`config.mk`:
```
export PLATFORM = sky130hd
export DESIGN_NAME = irq_bank
export DESIGN_NICKNAME = d
export VERILOG_FILES = /design/src/rtl/irq_bank.sv
export SDC_FILE = /design/constraint.sdc
export NUM_CORES = 1
export LEC_CHECK = 0
export BUFFER_PORTS_ARGS = -buffer_cell sky130_fd_sc_hd__buf_2
export CAP_MARGIN = 0
export CORE_MARGIN = 2
export CORE_UTILIZATION = 25
export CTS_BUF_LIST = sky130_fd_sc_hd__clkbuf_16
export DETAILED_ROUTE_END_ITERATION = 8
export PLACE_DENSITY = 0.42
export RECOVER_POWER = 25
export SYNTH_ARGS = -nofsm -noshare
export SYNTH_HDL_FRONTEND = slang
export SYNTH_SLANG_ARGS = --single-unit
```
`constraint.sdc`:
```
create_clock -name clk -period 1.69 [get_ports clk]
set_input_delay 0.4225 -clock clk [delete_from_list [all_inputs] [get_ports clk]]
set_output_delay 0.4225 -clock clk [all_outputs]
set_load 0.01 [all_outputs]
```
`src/rtl/irq_bank.sv`:
```
`timescale 1ns/1ps
module irq_bank #(
  parameter int N = 8,
  parameter logic [2*N-1:0] MODES = 16'hE4E4
) (
  input  logic         clk,
  input  logic         rst_n,
  input  logic [1:0]   reg_addr,
  input  logic         reg_wr,
  input  logic         reg_rd,
  input  logic [N-1:0] reg_wdata,
  output logic [N-1:0] reg_rdata,
  input  logic [N-1:0] hw_evt,
  input  logic [N-1:0] hw_cfg_in,
  output logic [N-1:0] hw_strobe,
  output logic         irq
);
  localparam logic [1:0] A_STAT = 2'd0;
  localparam logic [1:0] A_EN   = 2'd1;
  localparam logic [1:0] A_CFG  = 2'd2;
  localparam logic [1:0] A_STB  = 2'd3;

  logic [N-1:0] fall_sel, mask_sel;
  logic [N-1:0] stat_q, en_q, cfg_q, stb_q, evt_q;
  logic [N-1:0] set, clr;
  logic         first_q;

  for (genvar i = 0; i < N; i++) begin : g_mode
    assign fall_sel[i] = MODES[2*i];
    assign mask_sel[i] = MODES[2*i+1];
  end

  wire rd_stat = reg_rd && (reg_addr == A_STAT);
  wire wr_stat = reg_wr && (reg_addr == A_STAT);
  wire wr_en   = reg_wr && (reg_addr == A_EN);
  wire wr_cfg  = reg_wr && (reg_addr == A_CFG);
  wire wr_stb  = reg_wr && (reg_addr == A_STB);

  assign set = (hw_evt & ~evt_q & ~fall_sel) | (~hw_evt & evt_q & fall_sel);
  assign clr = (mask_sel & reg_wdata & {N{wr_stat}}) | (~mask_sel & {N{rd_stat}});

  always_ff @(posedge clk) begin
    if (!rst_n) begin
      stat_q  <= '0;
      en_q    <= '0;
      cfg_q   <= '0;
      stb_q   <= '0;
      evt_q   <= hw_evt;
      first_q <= 1'b1;
    end else begin
      evt_q   <= hw_evt;
      first_q <= 1'b0;
      stat_q  <= set | (stat_q & ~clr);
      stb_q   <= wr_stb ? reg_wdata : '0;
      if (wr_en) en_q <= reg_wdata;
      if (first_q) cfg_q <= hw_cfg_in;
      else if (wr_cfg) cfg_q <= reg_wdata;
    end
  end

  always_comb begin
    case (reg_addr)
      A_STAT:  reg_rdata = stat_q;
      A_EN:    reg_rdata = en_q;
      A_CFG:   reg_rdata = cfg_q;
      default: reg_rdata = stb_q;
    endcase
  end

  assign hw_strobe = stb_q;
  assign irq = |(stat_q & en_q);

  a_r6_set_wins: assert property (@(posedge clk) disable iff (!rst_n)
    rst_n |=> ((stat_q & $past(set)) == $past(set)));

  a_r4_read_clears: assert property (@(posedge clk) disable iff (!rst_n)
    rd_stat |=> ((stat_q & ~mask_sel & ~$past(set)) == '0));

  a_r5_read_keeps: assert property (@(posedge clk) disable iff (!rst_n)
    (rd_stat && !wr_stat) |=> ((stat_q & mask_sel & $past(stat_q)) == ($past(stat_q) & mask_sel)));

  a_r10_strobe_pulse: assert property (@(posedge clk) disable iff (!rst_n)
    (hw_strobe != '0 && !wr_stb) |=> (hw_strobe == '0));

  a_r9_latch_first: assert property (@(posedge clk) disable iff (!rst_n)
    first_q |=> (cfg_q == $past(hw_cfg_in)));

  a_r8_irq_enabled: assert property (@(posedge clk) disable iff (!rst_n)
    irq |-> (en_q != '0 && stat_q != '0));
endmodule

```
==> run summary <==
Fraction of final layout cells with drive strength greater than 1 - 31.5%
Vias in the first global route - 1304
Parity-gate share of the synthesized area counting xor and xnor cells - 0%
Slew at the pin with the worst max-slew slack - 565 ps
Clock latency at the later pin of the worst-skew pair - 280 ps
Global-route wire length before repair - 6.96 mm
Core Rows - 29
Top Ports - 47
Pin count of the biggest net entering global routing - 15
Number of distinct library cell variants in the gate-level netlist after synthesis - 24
Port Buffer Count - 46
Leading area contributor after synthesis - dfxtp_1
Highest achievable clock rate - 0.605 GHz
Leakage power - 0.941 nW
Yosys reg bits - 41
Slowest cell on the critical path - mux4_1
Chip width - 84.3 um
IR Drop Worst-Case VDD - 0.516 mV
CTS buffer count - 5
Number of nets at the end of the flow - 233
Antenna violations before repair - 0
GRT Util Overall - 13.0%
Layout-stage area growth over the synthesis result - 29.8%
Share of the cycle needed by the critical path after routing - 97.8%
Netlist Area Pre-Place - 1610 sq um
Yosys top cell area share - 50.9%
Clock H-tree levels - 2
Final Hold Violating Endpoints - 0
Detailed-route wire length per cell - 15.5 um
Average cell area after synthesis - 10.8 sq um
Net count of the mapped netlist - 179
Most common flop cell mapped by yosys - dfxtp_1
CTS Sinks - 41
Cells traversed along the worst timing path - buf_12 > mux4_1 > buf_2
Effective utilization at floorplan - 25.7%
Simple-Gate Fraction of Synth Area - 15.1%
Global route total overflow - 0
Unrepaired setup endpoints after global routing - false
Vias per cell - 4.58
Critical Path Start Type - input pin
CTS Hold Buffers Added - 0
Arrival time at the worst endpoint - 1230 ps
Hpwl dp - 3.18 mm
Capturing element type of the critical path - output pin
Number of endpoints failing setup at the final stage - 0
Compound-gate portion of the synthesized area - 14.3%
Placeable core area - 6280 sq um
Worst path required time - 1270 ps
Count of vias placed by the detailed router - 1281
Worst-case headroom to the max-slew limit - 62.3%
# Max-Cap Violations - 0
Mapped Cells - 149
Library cell used as clock root buffer - clkbuf_16
Number of filler instances in the final layout - 679
Clock-pin slew reported for the worst setup and hold paths after clock tree synthesis - 60 ps
RD Place Congestion - 0.751
Utilization after layout - 33.3%
Routed wire length - 4.34 mm
Share of synthesized cell area in full adder, half adder and majority cells - 0%
Top cells by area in the synthesized netlist - dfxtp_1 51%, mux4_2 8.4%, a21oi_1 6.2%, mux2i_1 5.0%, mux4_1 3.3%
Run status - completed
Number of pins exceeding their max-slew limit in the final report - 0
Dominant combinational cell family by area after synthesis - multiplexers
Hold/Removal Path Class - in -> reg
Power Dens Cells - 1020 nW/um^2
Max clock buf depth - 2
Multiplexer share of the synthesized area - 16.6%
DRC violation count after routing - 0
Chip Height - 84.3 um
Total number of yosys warnings - 0
Clock skew - 1.98 ps
Proportion of synthesized chip area in sequential cells - 50.9%
Antenna-violating nets left - 0
1st-iter DRT viols - 40
Pwr Total - 0.00214 W
Total die area - 7110 sq um
Post-CTS Setup Repair Bufs - 0
Setup CP Type - in -> out
Post-route worst hold slack - 257 ps
Share of synthesized registers carrying an async set or reset - 0%
Final antenna diode count - 0
Number of iterations in the first detailed-routing pass - 4
Maximum cell stage delay along the critical path - 530 ps
Final Critical Period - 1650 ps
CTS tree - yes
Highest fanout seen on the critical path - 10
Post-synth EDFFs - 0
-- timing repair --
item	in CTS	in global routing
setup endpoints to repair	8	2
gates resized for setup	4	4
endpoints found under the hold margin	0	0
-- metal layers --
metal | routed length (um) | global-route usage (%)
met5 | 0 | 0
met4 | 34 | 3.08
met3 | 255 | 4.92
met2 | 2050 | 20.6
met1 | 2000 | 16.7
-- report_power, final --
part           internal [W]  total [W]  switching (W)  leakage (nW)
Sequential          0.00102    0.00105      0.0000292         0.340
Clock              0.000527   0.000866       0.000338        0.0685
Combinational      0.000115   0.000224       0.000109         0.533
Total               0.00166    0.00214       0.000476         0.941
-- sequential cells by signal, indices dropped and copies added (netlist names) --
register	count
evt_q	8
cfg_q	8
en_q	8
hw_strobe	8
stat_q	8
first_q	1
-- placed cells by master, fill, tap and decap left out, types with 2 or more instances in the layout --
cell type  count
clkbuf_1       8
mux2i_1        8
dfxtp_2        3
dfxtp_1       38
a22oi_1        4
nand2_1        8
nand3b_2       2
buf_4          8
inv_1          3
and2_1         8
a21oi_1       20
o21ai_0        8
a21boi_0       4
mux4_2         7
buf_2         37
o21a_1         4
nor2b_1        8
nor2_1        12
clkbuf_16      5
-- through the flow --
step | setup TNS (ps) | area [sq um] | worst slack [ps] | std cells
after floorplan | 0 | 1610 | 178 | 149
after global placement | -1430 | 1960 | -218 | 273
after detailed placement | -1400 | 1960 | -208 | 273
after CTS | 0 | 2100 | 16.7 | 280
after global routing | 0 | 2090 | 2.59 | 280
final | 0 | 2090 | 37.8 | 280
-- cells by family after synthesis --
group | count (synthesis)
AND/OR/NAND/NOR | 43
AO/OA/AOI/OAI | 40
flip-flops | 41
buffers and inverters | 9
multiplexers | 16
-- worst max-delay path, delay by kind of cell --
| family | cells | cell delay (ps) |
|---|---|---|
| buf+inv | 2 | 270 |
| mux | 1 | 530 |
-- cell type report --
type / instances / area [sq um] / share of cell area, %
sequential: 41 / 825 / 39.4
clock buffer: 5 / 125 / 5.98
multi-input combinational: 99 / 737 / 35.2
inverter: 2 / 7.51 / 0.359
clock inverter: 2 / 7.51 / 0.359
timing repair buffer: 54 / 295 / 14.1
tap: 77 / 96.3 / 4.60
-- Yosys cell counts (4+ instances only) --
master,number
a22oi_1,4
nand2_1,8
mux2i_1,8
mux4_2,6
o21ai_0,8
a21boi_0,4
dfxtp_1,41
a21oi_1,20
o21a_1,4
nor2b_1,8
nor2_1,12
and2_1,8
-- path summary, 6_finish.rpt --
kind / start / to / slack, ps / cells past startpoint
worst min register to register: cfg_q[3] / cfg_q[3] / 450 / 2
worst min-delay path: hw_evt[6] / evt_q[6] / 260 / 1
worst max register to register: first_q / cfg_q[1] / 840 / 3
worst max-delay path: reg_addr[0] / reg_rdata[5] / 40 / 3
Note: power is estimated with default switching activity, not from simulation.
